==> src/rtl/pwm_db_pkg.sv <==
package pwm_db_pkg;

  localparam int REG_AW = 3;
  localparam int CTRL_W = 7;

  localparam logic [REG_AW-1:0] ADR_CTRL = 3'd0;
  localparam logic [REG_AW-1:0] ADR_PER  = 3'd1;
  localparam logic [REG_AW-1:0] ADR_CMPA = 3'd2;
  localparam logic [REG_AW-1:0] ADR_CMPB = 3'd3;
  localparam logic [REG_AW-1:0] ADR_ACTA = 3'd4;
  localparam logic [REG_AW-1:0] ADR_ACTB = 3'd5;
  localparam logic [REG_AW-1:0] ADR_RISE = 3'd6;
  localparam logic [REG_AW-1:0] ADR_FALL = 3'd7;

  localparam int CB_RUN  = 0;
  localparam int CB_UPDN = 1;
  localparam int CB_DEFP = 2;
  localparam int CB_DEFC = 3;
  localparam int CB_DBEN = 4;
  localparam int CB_ENA  = 5;
  localparam int CB_ENB  = 6;

  typedef enum logic [1:0] {
    ACT_KEEP = 2'd0,
    ACT_FLIP = 2'd1,
    ACT_CLR  = 2'd2,
    ACT_SET  = 2'd3
  } act_e;

  typedef struct packed {
    act_e cmpb_dn;
    act_e cmpb_up;
    act_e cmpa_dn;
    act_e cmpa_up;
    act_e at_per;
    act_e at_zero;
  } act_cfg_t;

  localparam int ACT_W = $bits(act_cfg_t);

  typedef struct packed {
    logic zero;
    logic per;
    logic a_up;
    logic a_dn;
    logic b_up;
    logic b_dn;
  } evt_t;

endpackage

==> src/rtl/pwm_counter.sv <==
module pwm_counter #(
  parameter int CW = 16
) (
  input  logic          clk,
  input  logic          rst,
  input  logic          run,
  input  logic          updown,
  input  logic [CW-1:0] per_now,
  input  logic [CW-1:0] per_next,
  output logic [CW-1:0] cnt,
  output logic          go_up
);
  localparam logic [CW-1:0] ONE = {{(CW-1){1'b0}}, 1'b1};

  logic          up_q;
  logic [CW-1:0] lim;
  logic [CW-1:0] nxt;

  always_comb begin
    go_up = updown && ((cnt == '0) || (up_q && (cnt < per_now)));
    lim   = (cnt == '0) ? per_next : per_now;
    if (!updown)
      nxt = (cnt == '0) ? per_next : cnt - ONE;
    else if (lim == '0)
      nxt = '0;
    else if (go_up)
      nxt = cnt + ONE;
    else
      nxt = cnt - ONE;
  end

  always_ff @(posedge clk) begin
    if (rst || !run) begin
      cnt  <= '0;
      up_q <= 1'b1;
    end else begin
      cnt  <= nxt;
      up_q <= go_up;
    end
  end
endmodule

==> src/rtl/pwm_action.sv <==
module pwm_action
  import pwm_db_pkg::*;
(
  input  logic     clk,
  input  logic     rst,
  input  evt_t     evt,
  input  act_cfg_t cfg,
  output logic     q
);
  act_e code;

  // ascending priority: later matches override earlier ones
  always_comb begin
    code = ACT_KEEP;
    if (evt.zero && cfg.at_zero != ACT_KEEP) code = cfg.at_zero;
    if (evt.per  && cfg.at_per  != ACT_KEEP) code = cfg.at_per;
    if (evt.a_up && cfg.cmpa_up != ACT_KEEP) code = cfg.cmpa_up;
    if (evt.a_dn && cfg.cmpa_dn != ACT_KEEP) code = cfg.cmpa_dn;
    if (evt.b_up && cfg.cmpb_up != ACT_KEEP) code = cfg.cmpb_up;
    if (evt.b_dn && cfg.cmpb_dn != ACT_KEEP) code = cfg.cmpb_dn;
  end

  always_ff @(posedge clk) begin
    if (rst) begin
      q <= 1'b0;
    end else begin
      case (code)
        ACT_FLIP: q <= ~q;
        ACT_CLR:  q <= 1'b0;
        ACT_SET:  q <= 1'b1;
        default:  q <= q;
      endcase
    end
  end
endmodule

==> src/rtl/pwm_edge_delay.sv <==
module pwm_edge_delay #(
  parameter int DW = 8
) (
  input  logic          clk,
  input  logic          rst,
  input  logic          din,
  input  logic [DW-1:0] dly,
  output logic          dout
);
  localparam logic [DW-1:0] ONE = {{(DW-1){1'b0}}, 1'b1};

  logic [DW-1:0] cnt;

  always_ff @(posedge clk) begin
    if (rst || !din) begin
      cnt  <= '0;
      dout <= 1'b0;
    end else if (cnt >= dly) begin
      dout <= 1'b1;
    end else begin
      cnt <= cnt + ONE;
    end
  end
endmodule

==> src/rtl/pwm_deadband.sv <==
module pwm_deadband #(
  parameter int DW = 8
) (
  input  logic          clk,
  input  logic          rst,
  input  logic          db_en,
  input  logic          in_a,
  input  logic          in_b,
  input  logic [DW-1:0] rise,
  input  logic [DW-1:0] fall,
  output logic          out_a,
  output logic          out_b
);
  logic [1:0] src;
  logic [1:0] dly_q;
  logic       byp_a;
  logic       byp_b;

  assign src = {~in_a, in_a};

  for (genvar g = 0; g < 2; g++) begin : g_edge
    pwm_edge_delay #(.DW(DW)) u_edge (
      .clk  (clk),
      .rst  (rst),
      .din  (src[g]),
      .dly  ((g == 0) ? rise : fall),
      .dout (dly_q[g])
    );
  end

  always_ff @(posedge clk) begin
    if (rst) begin
      byp_a <= 1'b0;
      byp_b <= 1'b0;
    end else begin
      byp_a <= in_a;
      byp_b <= in_b;
    end
  end

  assign out_a = db_en ? dly_q[0] : byp_a;
  assign out_b = db_en ? dly_q[1] : byp_b;
endmodule

==> src/rtl/pwm_deadband_gen.sv <==
module pwm_deadband_gen
  import pwm_db_pkg::*;
#(
  parameter int CW = 16,
  parameter int DW = 8
) (
  input  logic              clk,
  input  logic              rst,
  input  logic              wr_en,
  input  logic [REG_AW-1:0] wr_addr,
  input  logic [CW-1:0]     wr_data,
  output logic              pwm_a,
  output logic              pwm_b
);
  logic [CTRL_W-1:0] ctrl_q;
  logic [CW-1:0]     per_sh, per_act;
  logic [CW-1:0]     cmpa_sh, cmpa_act;
  logic [CW-1:0]     cmpb_sh, cmpb_act;
  act_cfg_t          act_cfg [2];
  logic [DW-1:0]     rise_q, fall_q;

  logic run_en, updn_en, defp_en, defc_en, dben, ena, enb;
  assign run_en  = ctrl_q[CB_RUN];
  assign updn_en = ctrl_q[CB_UPDN];
  assign defp_en = ctrl_q[CB_DEFP];
  assign defc_en = ctrl_q[CB_DEFC];
  assign dben    = ctrl_q[CB_DBEN];
  assign ena     = ctrl_q[CB_ENA];
  assign enb     = ctrl_q[CB_ENB];

  logic [CW-1:0] cnt;
  logic          go_up;
  logic          take_per, take_cmp;
  logic [CW-1:0] per_next;

  assign take_per = !run_en || !defp_en || (cnt == '0);
  assign take_cmp = !run_en || !defc_en || (cnt == '0);
  assign per_next = take_per ? per_sh : per_act;

  // register write port
  always_ff @(posedge clk) begin
    if (rst) begin
      ctrl_q     <= '0;
      per_sh     <= '0;
      cmpa_sh    <= '0;
      cmpb_sh    <= '0;
      act_cfg[0] <= '0;
      act_cfg[1] <= '0;
      rise_q     <= '0;
      fall_q     <= '0;
    end else if (wr_en) begin
      case (wr_addr)
        ADR_CTRL: ctrl_q     <= wr_data[CTRL_W-1:0];
        ADR_PER:  per_sh     <= wr_data;
        ADR_CMPA: cmpa_sh    <= wr_data;
        ADR_CMPB: cmpb_sh    <= wr_data;
        ADR_ACTA: act_cfg[0] <= act_cfg_t'(wr_data[ACT_W-1:0]);
        ADR_ACTB: act_cfg[1] <= act_cfg_t'(wr_data[ACT_W-1:0]);
        ADR_RISE: rise_q     <= wr_data[DW-1:0];
        default:  fall_q     <= wr_data[DW-1:0];
      endcase
    end
  end

  // shadow to active transfer
  always_ff @(posedge clk) begin
    if (rst) begin
      per_act  <= '0;
      cmpa_act <= '0;
      cmpb_act <= '0;
    end else begin
      if (take_per) per_act <= per_sh;
      if (take_cmp) begin
        cmpa_act <= cmpa_sh;
        cmpb_act <= cmpb_sh;
      end
    end
  end

  pwm_counter #(.CW(CW)) u_cnt (
    .clk      (clk),
    .rst      (rst),
    .run      (run_en),
    .updown   (updn_en),
    .per_now  (per_act),
    .per_next (per_next),
    .cnt      (cnt),
    .go_up    (go_up)
  );

  evt_t evt;
  always_comb begin
    evt.zero = run_en && (cnt == '0);
    evt.per  = run_en && (cnt == per_act);
    evt.a_up = run_en && (cnt == cmpa_act) &&  go_up;
    evt.a_dn = run_en && (cnt == cmpa_act) && !go_up;
    evt.b_up = run_en && (cnt == cmpb_act) &&  go_up;
    evt.b_dn = run_en && (cnt == cmpb_act) && !go_up;
  end

  logic [1:0] raw;
  for (genvar g = 0; g < 2; g++) begin : g_act
    pwm_action u_act (
      .clk (clk),
      .rst (rst),
      .evt (evt),
      .cfg (act_cfg[g]),
      .q   (raw[g])
    );
  end

  logic db_a, db_b;
  pwm_deadband #(.DW(DW)) u_db (
    .clk   (clk),
    .rst   (rst),
    .db_en (dben),
    .in_a  (raw[0]),
    .in_b  (raw[1]),
    .rise  (rise_q),
    .fall  (fall_q),
    .out_a (db_a),
    .out_b (db_b)
  );

  always_ff @(posedge clk) begin
    if (rst) begin
      pwm_a <= 1'b0;
      pwm_b <= 1'b0;
    end else begin
      pwm_a <= ena & db_a;
      pwm_b <= enb & db_b;
    end
  end
endmodule

==> config.mk <==
export PLATFORM = sky130hd
export DESIGN_NAME = pwm_deadband_gen
export DESIGN_NICKNAME = d
export VERILOG_FILES = /design/src/rtl/pwm_db_pkg.sv /design/src/rtl/pwm_counter.sv /design/src/rtl/pwm_action.sv /design/src/rtl/pwm_edge_delay.sv /design/src/rtl/pwm_deadband.sv /design/src/rtl/pwm_deadband_gen.sv
export SDC_FILE = /design/constraint.sdc
export NUM_CORES = 1
export LEC_CHECK = 0
export ABC_AREA = 0
export BUFFER_PORTS_ARGS = -buffer_cell sky130_fd_sc_hd__buf_2
export CORE_MARGIN = 10
export CORE_UTILIZATION = 30
export CTS_CLUSTER_DIAMETER = 100
export DETAILED_ROUTE_END_ITERATION = 10
export PLACE_DENSITY = 0.56
export SLEW_MARGIN = 20
export SYNTH_ARGS = -nofsm -noshare
export SYNTH_HDL_FRONTEND = slang
export SYNTH_SLANG_ARGS = --single-unit
==> constraint.sdc <==
create_clock -name clk -period 3.95 [get_ports clk]
set_input_delay 0.395 -clock clk [delete_from_list [all_inputs] [get_ports clk]]
set_output_delay 0.395 -clock clk [all_outputs]
set_load 0.05 [all_outputs]
==> reports/results.tsv <==
stage	metric	value	unit
outcome	run_status	finished clean	
detailed_routing	wl_per_cell	16.1	µm
clock_tree	cts_inserted_buffers	17	
yosys	yosysTopAreaCellShare	35.5	%
yosys	synth-warning-count	0	
sta	final_min_period_over_clock_period	77.6	%
detailed_routing	firstDrtPassIters	5	
die	initial_utilization	30.4	%
setup_path	worst-r2r-setup-slack	890	ps
yosys	yosys_register_bits	184	
yosys	post_synth_instance_area	9020	µm²
power_and_ir_drop	p_leak	0.00365	µW
cells_and_area	final_layout_size_suffix_gt1_share	8.92	%
detailed_routing	drt.antenna.violating_nets	0	
detailed_routing	route.met3.wl	904	µm
yosys	synthSimpleGateAreaFrac	23.4	%
global_routing	antenna_found_initial	3	
setup_path	critical_path.n_buffers_inverters	0	
setup_path	critPathArrivalTime	3360	ps
die	std_cell_rows	63	
placement	buffer_ports.inserted	23	
sta	setup_tns	0	ps
sta	final_hold_violating_endpoints	0	
power_and_ir_drop	design_power_total	4080	µW
clock_tree	clk_transition_reported_paths	70	ps
clock_tree	clock-root-buffer	clkbuf_16	
worst_hold_path	min-delay-path-class	primary input to flop	
sta	min_period	3060	ps
cells_and_area	net_count_final	1155	
yosys	postSynthCellCount	1097	
yosys	synth_top_flop_cell	dfxtp_1	
yosys	share_of_flip_flops_with_an_asynchronous_set_or_reset_after_synthesis	0	%
cells_and_area	post_layout_util	34.0	%
clock_tree	holdBufCountCts	0	
detailed_routing	dr_wl_met2	11.4	mm
global_routing	grt_pass1_wl	38.8	mm
detailed_routing	finalWirelength	24.1	mm
yosys	synth.area.mux_share	1.94	%
die	design.core.area	29600	µm²
yosys	synthDominantAreaCellType	dfxtp_1	
global_routing	globalRoute.totalOverflow	0	
sta	worst_slew_pin_slew	989	ps
clock_tree	cts_htree_levels	4	
global_routing	grt_max_degree	90	
setup_path	timing.critical_path.slowest_cell_delay	470	ps
detailed_routing	highest_layer	met5	
sta	timing.max_slew.rel_slack	34.1	%
sta	slew_viols_final	0	
cells_and_area	finish.instance_area	10100	µm²
yosys	synth_xor_xnor_area_share	5.73	%
sta	hold_ws	230	ps
setup_path	worstPathCellList	ha_1, nand4_1, or3_4, a21oi_2, o32a_2, mux2_1, nand2_1, nand2b_1, mux2i_1, nor3_2	
detailed_routing	routedLengthMet1	11.3	mm
job	maxCapViolations	0	
yosys	ys_top_cells_by_area	dfxtp_1 36%, nand2_1 10%, a21oi_1 8.4%, edfxtp_1 8.0%, ha_1 5.0%	
die	die_height	193	µm
power_and_ir_drop	cellPowerDensity	404	nW/µm²
die	die_x	193	µm
clock_tree	clock_latency	440	ps
yosys	synthesis.nets	1155	
sta	number_of_setup_violations_in_the_final_report	0	
setup_path	top_fanout_value_on_the_critical_path	15	
setup_path	worst_ep_required_time	4240	ps
yosys	yosys.area_share.adder	4.99	%
cells_and_area	most_frequent_standard_cell_in_the_layout_excluding_fill_and_tap_cells	nand2_1	
yosys	avgSynthCellArea	8.22	µm²
setup_path	worstSetupStartpointType	flop	
cells_and_area	mostFrequentLayoutCells	241 x nand2_1, 160 x dfxtp_1, 151 x a21oi_1	
setup_path	sort_of_element_at_the_end_of_the_critical_path	flop	
detailed_routing	average_vias_per_placed_instance	4.93	
cells_and_area	syn2layout_area_growth	11.9	%
clock_tree	cts-root-to-sink-buffers	2	
sta	clock-skew-final	9.45	ps
placement	gp_congestion	0.904	
clock_tree	cts_post_setup_buffers_inserted	0	
clock_tree	clock_sink_count	184	
yosys	synth_seq_area_share	43.5	%
detailed_routing	post-route-drc-count	0	
yosys	synthDistinctLibCells	68	
sta	unrepaired_setup_endpoints_after_global_routing	false	
setup_path	critical_path_class	flop to flop	
detailed_routing	first_iter_violations	633	
detailed_routing	detailroute.via_count	7406	
global_routing	first_global_vias	6972	
die	die_area	37400	µm²
placement	detailedPlacementHpwl	17.4	mm
placement	dpl_cell_area	9500	µm²
setup_path	cpLargestDelayFamily	simple AND/OR/NAND/NOR gates	
setup_path	critical-path-slowest-cell	o32a_2	
yosys	synth-compound-area-share	15.5	%
power_and_ir_drop	maximum_vdd_drop	0.305	mV
yosys	synth-edff-count	24	
sta	max_freq	326	MHz
global_routing	grt.total_usage	12.7	%
die	boundaryPins	24	
clock_tree	tritoncts	built	
clock_tree	postCtsResizedCells	0	
yosys	synth_top_family_by_area	simple AND/OR/NAND/NOR gates	
stage by stage:
step                worst slack, ps  cells
global route                    652   1501
global placement                992   1468
CTS                             896   1500
finish                          887   1503
floorplan                      1340   1097
detailed placement              920   1468
where the power goes:
part	switching, µW	leakage [µW]	internal [µW]
clock	836	0.000283	845
combinational	257	0.00185	152
sequential	43.4	0.00153	1940
cells in the mapped netlist, types with 5 or more instances:
| master | n |
|---|---|
| and2_1 | 14 |
| nor3_1 | 10 |
| a21o_1 | 8 |
| edfxtp_1 | 24 |
| buf_2 | 7 |
| nor2b_1 | 8 |
| dfxtp_1 | 160 |
| nand3_1 | 23 |
| inv_1 | 43 |
| a21oi_1 | 151 |
| nor2_1 | 72 |
| o21ai_0 | 37 |
| and3_1 | 11 |
| mux2i_1 | 13 |
| nor4_1 | 15 |
| xor2_1 | 23 |
| clkbuf_1 | 45 |
| nand2_1 | 241 |
| nand2b_1 | 8 |
| ha_1 | 36 |
| o22ai_1 | 5 |
| nand4_1 | 15 |
| a211oi_1 | 7 |
| xnor2_1 | 36 |
| o211ai_1 | 5 |
| or3_1 | 12 |
worst paths after layout:
path,from,to,depth (start not counted)
worst max-delay path,u_cnt.cnt[13],g_act[1].u_act.q,10
worst min register to register,ctrl_q[5],ctrl_q[5],2
worst min-delay path,wr_data[14],cmpb_sh[14],3
worst max register to register,u_cnt.cnt[13],g_act[1].u_act.q,10
worst reg2reg max path, cell delays in order, from the launching register on:
cell and delay (ps):
dfxtp_1 450, ha_1 370, nand4_1 200, or3_4 460, a21oi_2 190, o32a_2 470
mux2_1 380, nand2_1 110, nand2b_1 60, mux2i_1 170, nor3_2 60
cells by family after synthesis:
logic type	count (synthesis)
AO/OA/AOI/OAI	240
AND/OR/NAND/NOR	456
multiplexers	17
buffers and inverters	105
adder cells (fa/ha/maj)	36
flip-flops	184
XOR/XNOR	59
layout make-up:
| class | instances | area [µm²] |
|---|---|---|
| Timing Repair Buffer | 42 | 260 |
| Multi-Input combinational cell | 808 | 4670 |
| Clock inverter | 15 | 151 |
| Clock buffer | 17 | 425 |
| Tap cell | 390 | 488 |
| Antenna cell | 3 | 7.51 |
| Fill cell | 3154 | 19600 |
| Sequential cell | 184 | 3920 |
| Inverter | 44 | 165 |
flip-flops by register name (all words and copies together), names as in the netlist, 8 cells and up:
name and cells:
rise_q 8, act_cfg 24, fall_q 8, per_sh 16
u_cnt.cnt 16, per_act 16, cmpb_act 16, cmpa_act 16
cmpa_sh 16, u_db.g_edge.u_edge.cnt 16, cmpb_sh 16
metal layers:
layer / global-route usage [%] / vias to the layer above
met1: 16.6 / 3469
met4: 4.32 / 2
met2: 20.4 / 158
met3: 2.47 / 32
met5: 0 / -
li1: - / 3745
Note: power is estimated with default switching activity, not from simulation.
